File: src/rtl/wwd_pkg.sv
package wwd_pkg;

  localparam int CNT_W = 7;
  localparam int CFG_W = 10;

  localparam logic [CNT_W-1:0] WARN_VAL = 7'h40;
  localparam logic [CNT_W-1:0] PRE_WARN = 7'h41;
  localparam logic [CNT_W-1:0] CNT_INIT = 7'h7F;

  typedef enum logic [1:0] {
    SEL_CTRL = 2'd0,
    SEL_CFG  = 2'd1,
    SEL_STAT = 2'd2,
    SEL_NONE = 2'd3
  } reg_sel_e;

  typedef struct packed {
    logic             irq_en;
    logic [1:0]       tb;
    logic [CNT_W-1:0] window;
  } cfg_t;

  localparam cfg_t CFG_INIT = '{irq_en: 1'b0, tb: 2'd0, window: 7'h7F};

endpackage

File: src/rtl/wwd_rst_sync.sv
module wwd_rst_sync (
  input  logic clk,
  input  logic rst_ni,
  output logic rst_no
);

  logic [1:0] sync_q;

  always_ff @(posedge clk or negedge rst_ni) begin
    if (!rst_ni) sync_q <= 2'b00;
    else         sync_q <= {sync_q[0], 1'b1};
  end

  assign rst_no = sync_q[1];

endmodule

File: src/rtl/wwd_timebase.sv
module wwd_timebase #(
  parameter int TICK_BASE = 4096
) (
  input  logic       clk,
  input  logic       rst_ni,
  input  logic       run,
  input  logic       restart,
  input  logic [1:0] tb,
  output logic       tick
);

  localparam int DIV_W = $clog2(TICK_BASE * 8 + 1);

  logic [DIV_W-1:0] div_q, div_d;
  logic [DIV_W-1:0] limit;
  logic             at_limit;

  assign limit    = (DIV_W'(TICK_BASE) << tb) - DIV_W'(1);
  assign at_limit = (div_q == limit);
  assign tick     = run && !restart && at_limit;

  always_comb begin
    div_d = div_q;
    if (!run || restart) div_d = '0;
    else if (at_limit)   div_d = '0;
    else                 div_d = div_q + DIV_W'(1);
  end

  always_ff @(posedge clk or negedge rst_ni) begin
    if (!rst_ni) div_q <= '0;
    else         div_q <= div_d;
  end

endmodule

File: src/rtl/wwd_core.sv
module wwd_core
  import wwd_pkg::*;
(
  input  logic             clk,
  input  logic             rst_ni,
  input  logic             tick,
  input  logic             ctrl_wr,
  input  logic [7:0]       ctrl_wdata,
  input  logic             stat_wr,
  input  logic             stat_bit,
  input  logic [CNT_W-1:0] window,
  output logic             en_q,
  output logic [CNT_W-1:0] cnt_q,
  output logic             bite_q,
  output logic             flag_q
);

  logic             en_d, bite_d, flag_d, flag_set;
  logic [CNT_W-1:0] cnt_d;
  logic             refresh_ok;

  // a refresh is live only until the block has bitten
  assign refresh_ok = ctrl_wr && !bite_q;

  always_comb begin
    en_d     = en_q;
    cnt_d    = cnt_q;
    bite_d   = bite_q;
    flag_set = 1'b0;
    if (!bite_q) begin
      if (refresh_ok) begin
        if (en_q && (cnt_q > window)) bite_d = 1'b1;
        if (ctrl_wdata[7]) en_d = 1'b1;
        cnt_d = ctrl_wdata[CNT_W-1:0];
        if ((en_q || ctrl_wdata[7]) && !ctrl_wdata[6]) bite_d = 1'b1;
      end else if (en_q && tick) begin
        cnt_d = cnt_q - 7'd1;
        if (cnt_q == PRE_WARN) flag_set = 1'b1;
        if (cnt_q == WARN_VAL) bite_d = 1'b1;
      end
    end
    if (flag_set)                  flag_d = 1'b1;
    else if (stat_wr && !stat_bit) flag_d = 1'b0;
    else                           flag_d = flag_q;
  end

  always_ff @(posedge clk or negedge rst_ni) begin
    if (!rst_ni) begin
      en_q   <= 1'b0;
      cnt_q  <= CNT_INIT;
      bite_q <= 1'b0;
      flag_q <= 1'b0;
    end else begin
      en_q   <= en_d;
      cnt_q  <= cnt_d;
      bite_q <= bite_d;
      flag_q <= flag_d;
    end
  end

endmodule

File: src/rtl/wwd_regs.sv
module wwd_regs
  import wwd_pkg::*;
#(
  parameter int DATA_W = 16
) (
  input  logic              clk,
  input  logic              rst_ni,
  input  logic              bus_en,
  input  logic              bus_we,
  input  logic [1:0]        bus_addr,
  input  logic [DATA_W-1:0] bus_wdata,
  input  logic              en_q,
  input  logic [CNT_W-1:0]  cnt_q,
  input  logic              flag_q,
  output cfg_t              cfg_q,
  output logic              ctrl_wr,
  output logic [7:0]        ctrl_wdata,
  output logic              stat_wr,
  output logic              stat_bit,
  output logic [DATA_W-1:0] bus_rdata
);

  reg_sel_e sel;
  logic     wr;
  logic     cfg_wr;
  cfg_t     cfg_d;

  assign sel        = reg_sel_e'(bus_addr);
  assign wr         = bus_en && bus_we;
  assign ctrl_wr    = wr && (sel == SEL_CTRL);
  assign cfg_wr     = wr && (sel == SEL_CFG);
  assign stat_wr    = wr && (sel == SEL_STAT);
  assign ctrl_wdata = bus_wdata[7:0];
  assign stat_bit   = bus_wdata[0];

  always_comb begin
    cfg_d = cfg_q;
    if (cfg_wr) cfg_d = cfg_t'(bus_wdata[CFG_W-1:0]);
  end

  always_ff @(posedge clk or negedge rst_ni) begin
    if (!rst_ni) cfg_q <= CFG_INIT;
    else         cfg_q <= cfg_d;
  end

  always_comb begin
    bus_rdata = '0;
    case (sel)
      SEL_CTRL: bus_rdata[7:0]       = {en_q, cnt_q};
      SEL_CFG:  bus_rdata[CFG_W-1:0] = cfg_q;
      SEL_STAT: bus_rdata[0]         = flag_q;
      default:  bus_rdata            = '0;
    endcase
  end

endmodule

File: src/rtl/winwd_top.sv
module winwd_top
  import wwd_pkg::*;
#(
  parameter int DATA_W    = 16,
  parameter int TICK_BASE = 4096
) (
  input  logic              clk,
  input  logic              rst_n,
  input  logic              bus_en,
  input  logic              bus_we,
  input  logic [1:0]        bus_addr,
  input  logic [DATA_W-1:0] bus_wdata,
  output logic [DATA_W-1:0] bus_rdata,
  output logic              wd_bite,
  output logic              warn_irq
);

  logic             srst_n;
  cfg_t             cfg_q;
  logic             ctrl_wr, stat_wr, stat_bit;
  logic [7:0]       ctrl_wdata;
  logic             en_q, bite_q, flag_q, tick;
  logic [CNT_W-1:0] cnt_q;

  wwd_rst_sync u_rst (
    .clk    (clk),
    .rst_ni (rst_n),
    .rst_no (srst_n)
  );

  wwd_regs #(.DATA_W(DATA_W)) u_regs (
    .clk        (clk),
    .rst_ni     (srst_n),
    .bus_en     (bus_en),
    .bus_we     (bus_we),
    .bus_addr   (bus_addr),
    .bus_wdata  (bus_wdata),
    .en_q       (en_q),
    .cnt_q      (cnt_q),
    .flag_q     (flag_q),
    .cfg_q      (cfg_q),
    .ctrl_wr    (ctrl_wr),
    .ctrl_wdata (ctrl_wdata),
    .stat_wr    (stat_wr),
    .stat_bit   (stat_bit),
    .bus_rdata  (bus_rdata)
  );

  wwd_timebase #(.TICK_BASE(TICK_BASE)) u_tb (
    .clk     (clk),
    .rst_ni  (srst_n),
    .run     (en_q && !bite_q),
    .restart (ctrl_wr),
    .tb      (cfg_q.tb),
    .tick    (tick)
  );

  wwd_core u_core (
    .clk        (clk),
    .rst_ni     (srst_n),
    .tick       (tick),
    .ctrl_wr    (ctrl_wr),
    .ctrl_wdata (ctrl_wdata),
    .stat_wr    (stat_wr),
    .stat_bit   (stat_bit),
    .window     (cfg_q.window),
    .en_q       (en_q),
    .cnt_q      (cnt_q),
    .bite_q     (bite_q),
    .flag_q     (flag_q)
  );

  assign wd_bite  = bite_q;
  assign warn_irq = flag_q && cfg_q.irq_en;

endmodule

File: config.mk
export PLATFORM = sky130hd
export DESIGN_NAME = winwd_top
export DESIGN_NICKNAME = d
export VERILOG_FILES = /design/src/rtl/wwd_pkg.sv /design/src/rtl/wwd_rst_sync.sv /design/src/rtl/wwd_timebase.sv /design/src/rtl/wwd_core.sv /design/src/rtl/wwd_regs.sv /design/src/rtl/winwd_top.sv
export SDC_FILE = /design/constraint.sdc
export NUM_CORES = 1
export LEC_CHECK = 0
export BUFFER_PORTS_ARGS = -buffer_cell sky130_fd_sc_hd__buf_2
export CAP_MARGIN = 40
export CORE_MARGIN = 2
export CORE_UTILIZATION = 55
export DETAILED_ROUTE_END_ITERATION = 8
export HOLD_SLACK_MARGIN = 0.08
export PLACE_DENSITY = 0.78
export REMOVE_ABC_BUFFERS = 1
export SYNTH_ARGS = -nofsm -noshare
export SYNTH_HDL_FRONTEND = slang
export SYNTH_SLANG_ARGS = --single-unit
File: constraint.sdc
create_clock -name clk -period 1.4 [get_ports clk]
set_input_delay 0.14 -clock clk [delete_from_list [all_inputs] [get_ports clk]]
set_output_delay 0.14 -clock clk [all_outputs]
set_load 0.01 [all_outputs]
After elaboration in Yosys (flattened, before gate mapping):

Index checks and enable logic that the tools add are counted.

* flip-flop bits (word level): 38
* output and inout port bits: 18
* logic and storage cells: 64

* add/sub/neg operators: 3
* order comparisons: 1
* equal/unequal tests: 5
* shift-type cells: 1
* multiplexer cells: 19
* bitwise operators: 1
* reductions and logical operators: 25

Operator list (count)
* 2-to-1 mux 16 bit: 2
* adder 16 x 1 -> 16 bit (second input constant): 1
* == test 16 bit: 1
* left shift 13 x 2 -> 16 bit (first input constant): 1
* subtractor 16 x 2 -> 16 bit (second input constant): 1
* == test 7 bit (second input constant): 2
* 2-to-1 mux 7 bit: 2
* case mux 7 bit (2 select lines): 1
* logical AND 1 bit: 13
* 2-to-1 mux 1 bit: 12
* greater-than comparator 7 bit: 1
* subtractor 7 x 1 -> 7 bit (second input constant): 1
* zero test 1 bit: 5
* nonzero test 2 bit: 2
* case mux 1 bit (3 select lines): 1
* AND reduction 3 bit: 1
* == test 2 x 1 -> 1 bit (second input constant): 1
* == test 2 bit (second input constant): 1
* zero test 2 bit: 1
* logical OR 1 bit: 2
* 2-to-1 mux 2 bit: 1
* AND reduction 2 bit: 1
* inverter 1 bit: 1

Logic depth before layout (Yosys ltp):

* depth in word-level cells: 10
* depth in mapped cells: 7
* gate-level depth less buffers: 7

By module:

A second synthesis with hierarchy kept.

* cells, all modules: 246
* area total of the unflattened synthesis: 2462.4 um^2

By module, submodules not included
* wwd_timebase: times used 1, cells an instance 86, area an instance 875.8 um^2, seq. area each 400.4 um^2
* wwd_core: times used 1, cells an instance 92, area an instance 792.0 um^2, seq. area each 259.0 um^2
* wwd_regs: times used 1, cells an instance 63, area an instance 720.7 um^2, seq. area each 259.0 um^2
* wwd_rst_sync: times used 1, cells an instance 3, area an instance 53.8 um^2, seq. area each 50.0 um^2
* winwd_top: times used 1, cells an instance 2, area an instance 20.0 um^2, seq. area each 0.0 um^2

Least setup slack after synthesis:

Ideal clock, no wire load.

* kind: register to register
* from: reg u_tb.div_q[0]
* to: reg u_tb.div_q[12]
* arrival: 1.717 ns
* required time: 1.281 ns
* slack: -0.436 ns
* stages on the path, launching flop included: 8
* clock period less this slack: 1.836 ns
* cells stage by stage: dfrtp_1 -> ha_1 -> and2_1 -> nand4_4 -> a211oi_4 -> nand2b_4 -> buf_8 -> nor2_1

* longest elaborated chain between the ends: 3
* elaborated cells on any way between the ends: 4
* those cells by class: add/sub: 1; eq/ne: 1; mux: 2

Ends and longest elaborated chain
* from (decl): line wwd_timebase.sv:14 `logic [DIV_W-1:0] div_q, div_d;`
* from (signal assigned): line wwd_timebase.sv:31 `else div_q <= div_d;`
* adder 16 x 1 -> 16 bit or == test 16 bit (tied branches): line wwd_timebase.sv:26, wwd_timebase.sv:19
* 2-to-1 mux 16 bit (*): line wwd_timebase.sv:25 `else if (at_limit) div_d = '0;`
* 2-to-1 mux 16 bit (*): line wwd_timebase.sv:24 `if (!run || restart) div_d = '0;`
* via u_tb.div_d[12]: line wwd_timebase.sv:14

The timed path passes the listed nets; every way through them passes the cells marked *.
A chain may end at the register's enable or synchronous reset.

Worst setup path after layout:

* from: reg u_tb.div_q[14]
* to: reg u_core.cnt_q[2]

* longest elaborated chain between the ends: 5

Ends and longest elaborated chain
* == test 16 bit: line wwd_timebase.sv:19 `assign at_limit = (div_q == limit);`
* logical AND 1 bit: line wwd_timebase.sv:20 `assign tick = run && !restart && at_limit;`
* logical AND 1 bit: line wwd_core.sv:36 `end else if (en_q && tick) begin`
* nonzero test 2 bit (no source line)
* AND reduction 2 bit (no source line)
* to (signal assigned): line wwd_core.sv:55 `cnt_q <= cnt_d;`
* to (decl): line wwd_core.sv:13 `output logic [CNT_W-1:0] cnt_q,`

Every way passes these cells.

==> flow_metrics.tcl <==
set metrics [dict create \
    outcome "finished with violations" \
    violations "negative setup slack" \
    finalHoldViolCount 0 \
    area_delta_synth_final_pct 37.5 \
    initial_core_util_pct 58.3 \
    p_per_area_mw_per_mm2 1370 \
    cp_common_cell "buf_4" \
    max_stage_delay_ns 0.44 \
    hold_slack_ns 0.0896 \
    skew_ns 0.00551 \
    post_drt_via_cell_ratio 5.37 \
    drv_slew 0 \
    maxCapViolCount 0 \
    seq_area_frac_synth_pct 40.9 \
    grt_start_max_net_pins 37 \
    clock-sinks 38 \
    dp.cells 355 \
    die_width_um 69.6 \
    layout-drive-gt1-share_pct 45.5 \
    synthAdderAreaFrac_pct 5.29 \
    synth_top_family_by_area "simple AND/OR/NAND/NOR gates" \
    drt-total-wl_mm 5.84 \
    core_mm2 0.00406 \
    max_freq_ghz 0.605 \
    routedWlPerCell_um 15.6 \
    track_usage_pct 25.2 \
    drt_first_pass_iters 4 \
    clock_latency_ns 0.29 \
    synth_flop_cell "dfrtp_1" \
    p_leak_nw 1.50 \
    overflow 0 \
    finalSetupTns_ns -4.18 \
    hpwl_mm 4.18 \
    n_antenna_cell 0 \
    required_ns 1.62 \
    min_path_type "input pin to flop" \
    final_nets 356 \
    clockBufferDepth 2 \
    gp_congestion 0.854 \
    port_buffers 27 \
    synth-edff-count 0 \
    grt_pass1_wl_mm 9.53 \
    syn_avg_cell_area_um2 10.4 \
    drtAntennaViolNets 0 \
    synth.distinct_cells 47 \
    synthSimpleGateAreaFrac_pct 21.4 \
    endpoint_kind "flop" \
    rsz0062_at_grt "yes" \
    synth_xor_area_share_pct 7.03 \
    cts_tree "yes" \
    dieArea_mm2 0.00484 \
    crit_slowest_cell "dfrtp_2" \
    htreeDepth 2 \
    drt_iter0_drc 79 \
    synthMuxAreaShare_pct 8.14 \
    power.total_mw 4.46 \
    min_period_ns 1.65 \
    fill_cells 273 \
    synthArstFlopShare_pct 100 \
    start_kind "flop" \
    rows 23 \
    die_y_um 69.6 \
    cp_max_fo 3 \
    layoutNonFillerInstCount 375 \
    ys_ff_latch 38 \
    synthCells 227 \
    vdd_drop_max_mv 0.611 \
    synth-compound-area-share_pct 12.1 \
    arrival_ns 1.87 \
    critPathKind "flop to flop" \
    cts_root_buf "clkbuf_8" \
    cts_made_buffers 5 \
    worst_slack_ns -0.252 \
    synthesis.area_mm2 0.00237 \
    fin_crit_sh_pct 118 \
    via_count 2013 \
    drc 0 \
    ys.warnings.count 0 \
    grt_antenna_before_repair 0 \
    path_cells "xnor2_2, nand4_4, a211oi_4, buf_4, buf_4, a31o_2, nand3_2" \
    setup_viol_count_final 26 \
    floorplan.io_pins 40 \
    clkTransAtPathRegs_ns 0.07 \
    grt_pass1_vias 2102 \
]
[through the flow]
stage	setup slack, ns	utilization, %	instance area, um^2
2_1_floorplan	-0.373	-	2310
3_3_place_gp	-0.261	72.6	2950
3_5_place_dp	-0.413	72.6	2950
4_1_cts	-0.251	79.0	3200
5_1_grt	-0.325	80.2	3250
6_report	-0.252	80.2	3250
[layer usage]
| layer | track usage, % | wire (um) | vias to the layer above |
|---|---|---|---|
| met5 | 0 | 0 | - |
| met4 | 9.37 | 87 | 0 |
| met3 | 5.52 | 263 | 10 |
| met2 | 45.5 | 3100 | 54 |
| met1 | 29.0 | 2390 | 973 |
| li1 | - | - | 976 |
[state kept, by name (all words and copies together), names as in the netlist]
register,count
u_rst.sync_q,2
u_regs.cfg_q,10
u_core.bite_q,1
u_tb.div_q,16
u_core.flag_q,1
u_core.cnt_q,7
u_core.en_q,1
[cell families (layout without fill, tap and decap cells)]
family	Yosys count	in the layout
AOI/OAI and AO/OA	28	28
DFF	38	38
other	2	7
muxes	18	18
buffers and inverters	21	114
adders and majority gates	10	10
and+or+nand+nor	91	91
xor gates and xnor gates	19	19
[cell type report]
cell class	instances	area (um^2)	share of cell area, %
Clock inverter	1	5.00	0.154
Inverter	10	37.5	1.15
Clock buffer	7	86.3	2.65
Tap cell	50	62.6	1.92
Multi-Input combinational cell	173	1370	42.2
Sequential cell	38	970	29.8
Timing Repair Buffer	96	719	22.1
[cell usage in the layout, fill, tap and decap left out, types with 2 or more instances in the layout]
cell type,n
and3_1,2
inv_1,9
nor2_1,30
buf_6,9
buf_4,51
a2111oi_4,4
nand2_1,13
mux2i_1,7
o21ai_0,4
a21oi_1,3
o211ai_1,2
buf_2,27
nand3b_1,3
and2_1,5
a211o_1,2
dlygate4sd3_1,8
nand4_4,2
nand3_1,11
xor2_1,11
xnor2_1,7
nor3_1,3
nand4_1,4
clkbuf_8,6
dfrtp_1,23
dfstp_2,14
conb_1,7
ha_1,8
o21ai_1,6
mux2_2,10
nor2b_1,2
and2_4,2
[power by group]
group	leakage (nW)	internal [mW]	switching (mW)
combinational	0.991	1.04	0.979
clock	0.0482	0.398	0.390
sequential	0.463	1.42	0.236
total	1.50	2.85	1.61
[worst max-delay path, delay by kind of cell, from the launching register on]
kind                   cells  cell delay, ns
flip-flops                 1            0.44
AO/OA/AOI/OAI              2            0.44
AND/OR/NAND/NOR            2            0.23
buffers and inverters      2            0.27
XOR/XNOR                   1            0.20
[synthesized netlist by cell type (2+ instances only)]
library cell / count / share of area (%)
and3_1: 2 / 0.53
nand3_1: 12 / 2.5
o21ai_0: 8 / 1.7
o211ai_1: 2 / 0.63
buf_4: 6 / 1.9
a21oi_1: 3 / 0.63
clkbuf_1: 3 / 0.48
nand4_4: 2 / 1.8
a211o_1: 2 / 0.74
nand4_1: 4 / 1.1
xor2_1: 11 / 4.1
xnor2_1: 8 / 3.0
a2111oi_4: 3 / 3.5
nand3b_1: 3 / 0.95
inv_1: 10 / 1.6
o21ai_1: 2 / 0.42
conb_1: 2 / 0.32
and2_1: 7 / 1.9
mux2i_1: 8 / 3.4
nor2b_1: 2 / 0.53
ha_1: 10 / 5.3
and4_1: 2 / 0.74
nor2_1: 31 / 4.9
mux2_2: 10 / 4.8
dfrtp_1: 24 / 25
dfstp_2: 14 / 16
nor3_1: 4 / 0.85
nand2_1: 13 / 2.1
[what timing repair did]
item	CTS	global route
hold buffers	8	0
pin swaps	17	15
resized for setup	19	12
endpoints found under the setup margin	25	29
endpoints found under the hold margin	9	0
setup buffers	2	2
[worst paths after layout]
check / to / slack, ns / depth (start not counted) / startpoint
setup / recovery: u_core.cnt_q[2] / -0.25 / 7 / u_tb.div_q[14]
hold / removal: u_core.cnt_q[1] / 0.09 / 3 / bus_wdata[1]
setup reg to reg: u_core.cnt_q[2] / -0.25 / 7 / u_tb.div_q[14]
hold reg to reg: u_core.en_q / 0.28 / 1 / u_rst.sync_q[1]
max in group asynchronous: u_regs.cfg_q[1] / 0.76 / 1 / u_rst.sync_q[1]
min in group asynchronous: u_rst.sync_q[0] / 0.15 / 2 / rst_n
Note: power is estimated with default switching activity, not from simulation.
